## config.mk

```make
export PLATFORM = sky130hd
export DESIGN_NAME = reload_tmr
export DESIGN_NICKNAME = d
export VERILOG_FILES = /design/src/rtl/tmr_pkg.sv /design/src/rtl/tmr_prescaler.sv /design/src/rtl/tmr_edge_sync.sv /design/src/rtl/reload_tmr.sv
export SDC_FILE = /design/constraint.sdc
export NUM_CORES = 1
export LEC_CHECK = 0
export BUFFER_PORTS_ARGS = -buffer_cell sky130_fd_sc_hd__buf_2
export CORE_MARGIN = 5
export CORE_UTILIZATION = 60
export DETAILED_ROUTE_END_ITERATION = 12
export PLACE_DENSITY = 0.82
export REMOVE_ABC_BUFFERS = 1
export SLEW_MARGIN = 5
export SYNTH_ARGS = -nofsm -noshare
export SYNTH_HDL_FRONTEND = slang
export SYNTH_SLANG_ARGS = --single-unit
```

## constraint.sdc

```tcl
create_clock -name clk_i -period 4.9 [get_ports clk_i]
set_clock_uncertainty 0.1 [all_clocks]
set_input_delay 0.98 -clock clk_i [delete_from_list [all_inputs] [get_ports clk_i]]
set_output_delay 0.98 -clock clk_i [all_outputs]
set_load 0.005 [all_outputs]
```

## src/rtl/tmr_pkg.sv

```systemverilog
package tmr_pkg;
  typedef enum logic [1:0] {
    A_PRELOAD = 2'd0,
    A_CTRL    = 2'd1,
    A_COUNT   = 2'd2
  } tmr_addr_e;

  localparam int unsigned B_EDGE = 3;
  localparam int unsigned B_RUN  = 4;
  localparam int unsigned B_MODE = 5;
  localparam int unsigned B_IE   = 6;
  localparam int unsigned B_FLAG = 7;
  localparam int unsigned CTRL_W = 7;
endpackage

```

## src/rtl/tmr_prescaler.sv

```systemverilog
module tmr_prescaler #(
  parameter int unsigned STAGES = 7,
  localparam int unsigned SEL_W = $clog2(STAGES + 1)
) (
  input  logic             clk_i,
  input  logic             rst_ni,
  input  logic             en_i,
  input  logic [SEL_W-1:0] sel_i,
  output logic             tick_o
);
  logic [STAGES-1:0] psc_q;
  logic [STAGES:0]   tap;

  assign tap[0] = 1'b1;
  for (genvar k = 1; k <= STAGES; k++) begin : g_tap
    assign tap[k] = &psc_q[k-1:0];
  end

  always_ff @(posedge clk_i or negedge rst_ni) begin
    if (!rst_ni)    psc_q <= '0;
    else if (!en_i) psc_q <= '0;
    else            psc_q <= psc_q + 1'b1;
  end

  assign tick_o = en_i & tap[sel_i];
endmodule

```

## src/rtl/tmr_edge_sync.sv

```systemverilog
module tmr_edge_sync #(
  parameter int unsigned SYNC = 2
) (
  input  logic clk_i,
  input  logic rst_ni,
  input  logic d_i,
  input  logic fall_i,
  output logic edge_o
);
  logic [SYNC:0] sh_q;
  logic cur, prev;

  always_ff @(posedge clk_i or negedge rst_ni) begin
    if (!rst_ni) sh_q <= '0;
    else         sh_q <= {sh_q[SYNC-1:0], d_i};
  end

  assign cur    = sh_q[SYNC-1];
  assign prev   = sh_q[SYNC];
  assign edge_o = fall_i ? (~cur & prev) : (cur & ~prev);
endmodule

```

## src/rtl/reload_tmr.sv

```systemverilog
module reload_tmr
  import tmr_pkg::*;
#(
  parameter int unsigned CNT_W      = 8,
  parameter int unsigned PSC_STAGES = 7
) (
  input  logic             clk_i,
  input  logic             rst_ni,
  input  logic             wr_en_i,
  input  logic [1:0]       addr_i,
  input  logic [CNT_W-1:0] wdata_i,
  output logic [CNT_W-1:0] rdata_o,
  input  logic             evt_i,
  output logic             irq_o
);
  localparam int unsigned SEL_W = $clog2(PSC_STAGES + 1);
  localparam logic [CNT_W-1:0] CNT_MAX = {CNT_W{1'b1}};

  logic [CNT_W-1:0]  cnt_q, preload_q;
  logic [CTRL_W-1:0] ctrl_q;
  logic              flag_q;
  logic              run, ie, evt_mode, tick, evt_edge, inc, wrap;
  logic              wr_pre, wr_ctl;

  assign run      = ctrl_q[B_RUN];
  assign ie       = ctrl_q[B_IE];
  assign evt_mode = ctrl_q[B_MODE];

  tmr_prescaler #(.STAGES(PSC_STAGES)) u_psc (
    .clk_i  (clk_i),
    .rst_ni (rst_ni),
    .en_i   (run & ~evt_mode),
    .sel_i  (ctrl_q[SEL_W-1:0]),
    .tick_o (tick)
  );

  tmr_edge_sync #(.SYNC(2)) u_evt (
    .clk_i  (clk_i),
    .rst_ni (rst_ni),
    .d_i    (evt_i),
    .fall_i (ctrl_q[B_EDGE]),
    .edge_o (evt_edge)
  );

  assign inc    = run & (evt_mode ? evt_edge : tick);
  assign wrap   = inc & (cnt_q == CNT_MAX);
  assign wr_pre = wr_en_i & (addr_i == A_PRELOAD);
  assign wr_ctl = wr_en_i & (addr_i == A_CTRL);

  always_ff @(posedge clk_i or negedge rst_ni) begin
    if (!rst_ni) begin
      preload_q <= '0;
      ctrl_q    <= '0;
    end else begin
      if (wr_pre) preload_q <= wdata_i;
      if (wr_ctl) ctrl_q <= wdata_i[CTRL_W-1:0];
    end
  end

  // stopped preload write seeds the count
  always_ff @(posedge clk_i or negedge rst_ni) begin
    if (!rst_ni)              cnt_q <= '0;
    else if (wr_pre && !run)  cnt_q <= wdata_i;
    else if (wrap)            cnt_q <= preload_q;
    else if (inc)             cnt_q <= cnt_q + 1'b1;
  end

  // set wins over a same-cycle clear
  always_ff @(posedge clk_i or negedge rst_ni) begin
    if (!rst_ni)                        flag_q <= 1'b0;
    else if (wrap && ie)                flag_q <= 1'b1;
    else if (wr_ctl && !wdata_i[B_FLAG]) flag_q <= 1'b0;
  end

  always_comb begin
    rdata_o = '0;
    unique case (addr_i)
      A_PRELOAD: rdata_o = preload_q;
      A_CTRL:    rdata_o[CTRL_W:0] = {flag_q, ctrl_q};
      A_COUNT:   rdata_o = cnt_q;
      default:   rdata_o = '0;
    endcase
  end

  assign irq_o = flag_q;
endmodule

```

==> impl_metrics.yaml <==
floorplan:
  die_h_um: 65.22
  dieWidth_um: 65.22
  dieArea_sq_mm: 0.004253
  start_util_pct: 61.43
  io_pins: 23
  coreArea_sq_mm: 0.002978
  rows: 20
synthesis:
  yosysTopAreaCell: "dfrtp_1"
  ys_ff_latch: 34
  netlist_instances: 175
  synth_top_area_share_pct: 46.51
  synthTopCellsByArea: "dfrtp_1, mux2_2, mux2i_1, nand2_1, ha_1"
  synthArstFlopShare_pct: 100.0
  synth_cell_types: 41
  syn_area_per_cell_sq_um: 10.45
  synth_edf_count: 0
  syn_area_sq_mm: 0.001829
  yosys_most_used_dff: "dfrtp_1"
  yosys_warnings: 0
  seq_area_frac_synth_pct: 46.51
drt:
  routed_wl_um: 4005
  drc: 0
  ant_nets: 0
  wl_per_cell_um: 17.34
  first_pass_iters: 4
  vias_per_cell: 6.359
  vias: 1469
  initialDrtViolationCount: 214
setup_path:
  end_kind: "primary output"
  cp_top_family: "simple AND/OR/NAND/NOR gates"
  cp.required_ns: 3.82
  path_max_fanout: 11
  cp_data_arrival_time_ns: 2.04
  crit_type: "input port to primary output"
  crit_chain: "buf_2 > nor2b_1 > nand2_1 > o21ai_0 > buf_2"
  critical_path_buf_inv_count: 2
  critical_path.slowest_cell: "nor2b_1"
  slowest_delay_ns: 0.49
  crit_top_cell: "buf_2"
  critPathLaunchType: "input port"
clock_network:
  root_buffer: "clkbuf_4"
  cts_hold_buffers: 0
  htree_levels: 2
  cts_inserted_buffers: 5
  post_cts_buffers: 0
  cts_tree: "yes"
  path_clk_slew_ns: 0.08
  clk_latency_ns: 0.33
  cts_sinks: 34
  clockBufferDepth: 2
  cts_resized: 0
sta:
  drv_slew: 0
  post-route-period-util_pct: 63.75
  slew_headroom_pct: 38.24
  setup_viol: 0
  period_minus_slack_ns: 3.124
  final_hold_viol_count: 0
  tns_ns: 0
  fmax_mhz: 320.1
  rsz0062_at_grt: "no"
  tightest_slew_ns: 0.9264
placement:
  hpwlAfterDp_um: 2915
  placed_area_sq_mm: 0.001961
  gp_congestion: 0.8972
  dp.cells: 224
  portBuffers: 22
grt:
  gr-total-overflow: 0
  grt_pass1_wl_um: 6865
  track_usage_pct: 21.34
  grt_pass1_vias: 1459
  grt_max_degree: 35
  antenna_found_initial: 0
cells_and_area:
  final_util_pct: 67.35
  post-route-cell-area_sq_mm: 0.002006
  final_cells: 231
  fillerInstances: 246
  diodes: 0
  final_nets: 216
  drive_gt1_share_pct: 23.23
  areaGrowthSynthToFinish_pct: 9.644
run:
  drv_cap: 0
power:
  ir_drop_mv: 0.2255
  powerDensity_mw_per_mm2: 381.7
  power_leakage_nw: 0.8879
run_status:
  status: "finished clean"
hold_path:
  hold_class: "flip-flop to flip-flop"
[placed cells by master, fill, tap and decap left out, types with 4 or more instances in the layout]
master,n
ha_1,4
o21ai_0,9
nand2_1,16
inv_1,4
mux2_2,16
clkbuf_4,5
mux2i_1,9
and2_1,4
dfrtp_1,34
nand3_1,7
nor2_1,10
buf_2,22
a21oi_1,7
[Yosys cell counts, types with 4 or more instances]
cell       n
ha_1       4
inv_1      4
and2_1     4
nand2_1   16
dfrtp_1   34
nor2_1    10
mux2i_1    9
o21ai_0    9
clkbuf_1   5
nand3_1    7
mux2_2    16
a21oi_1    7
[stage by stage]
step	power (mW)	hold slack [ns]	worst slack (ns)
floorplan	0.5482	0.2312	1.950
global placement	0.6175	0.2395	1.834
detailed placement	0.6298	0.2472	1.807
CTS	0.7710	0.2677	1.802
global route	0.8198	0.2795	1.646
finish	0.7656	0.2652	1.776
[kinds of logic after synthesis]
group / Yosys count / share of synthesized area, %
compound gates: 38 / 14.71
xor+xnor: 6 / 2.873
fa+ha+maj: 4 / 2.736
buf+inv: 11 / 2.325
flops: 34 / 46.51
mux: 25 / 14.77
simple gates: 57 / 16.07
[worst register-to-register path: cells and delay by family, from the launching register on]
family | cells | cell delay (ns)
AOI/OAI and AO/OA | 3 | 1.10
and+or+nand+nor | 3 | 0.56
adders and majority gates | 2 | 0.41
DFF | 1 | 0.41
buffers and inverters | 1 | 0.07
[report_power, final]
part / total, mW / switching, mW / internal [mW]
sequential: 0.414 / 0.0762 / 0.338
clock: 0.138 / 0.0843 / 0.0541
combinational: 0.213 / 0.106 / 0.108
total: 0.766 / 0.266 / 0.499
[routing by layer]
layer	vias up	share of wire, %	global-route usage, %
met1	714	44	28.17
li1	684	-	-
met5	-	0	0
met4	0	1.4	8.290
met2	63	47	32.74
met3	8	8.3	6.667
[worst paths after layout]
| kind | start | to | slack, ns | cells past startpoint |
|---|---|---|---|---|
| max | addr_i[0] | rdata_o[0] | 1.78 | 5 |
| min | u_evt.sh_q[0] | u_evt.sh_q[1] | 0.27 | 0 |
| max reg2reg | u_psc.psc_q[0] | cnt_q[4] | 2.19 | 9 |
| min reg2reg | u_evt.sh_q[0] | u_evt.sh_q[1] | 0.27 | 0 |
| max in group asynchronous | rst_ni | preload_q[5] | 3.62 | 1 |
| min in group asynchronous | rst_ni | cnt_q[2] | 0.60 | 1 |
[cell type report]
cell class                 instances  area, sq um  share of cell area, %
tap                               33        41.29                  2.059
multi-input combinational        130        935.9                  46.66
sequential                        34        850.8                  42.42
inverter                           4        15.01                 0.7486
timing repair buffer              23        117.6                  5.864
clock buffer                       7        45.04                  2.246
[sequential cells by signal, indices dropped and copies added, names as in the netlist]
signal       flops
irq_o            1
cnt_q            8
preload_q        8
ctrl_q           7
u_psc.psc_q      7
u_evt.sh_q       3
Power figures use the tool's default switching activity.
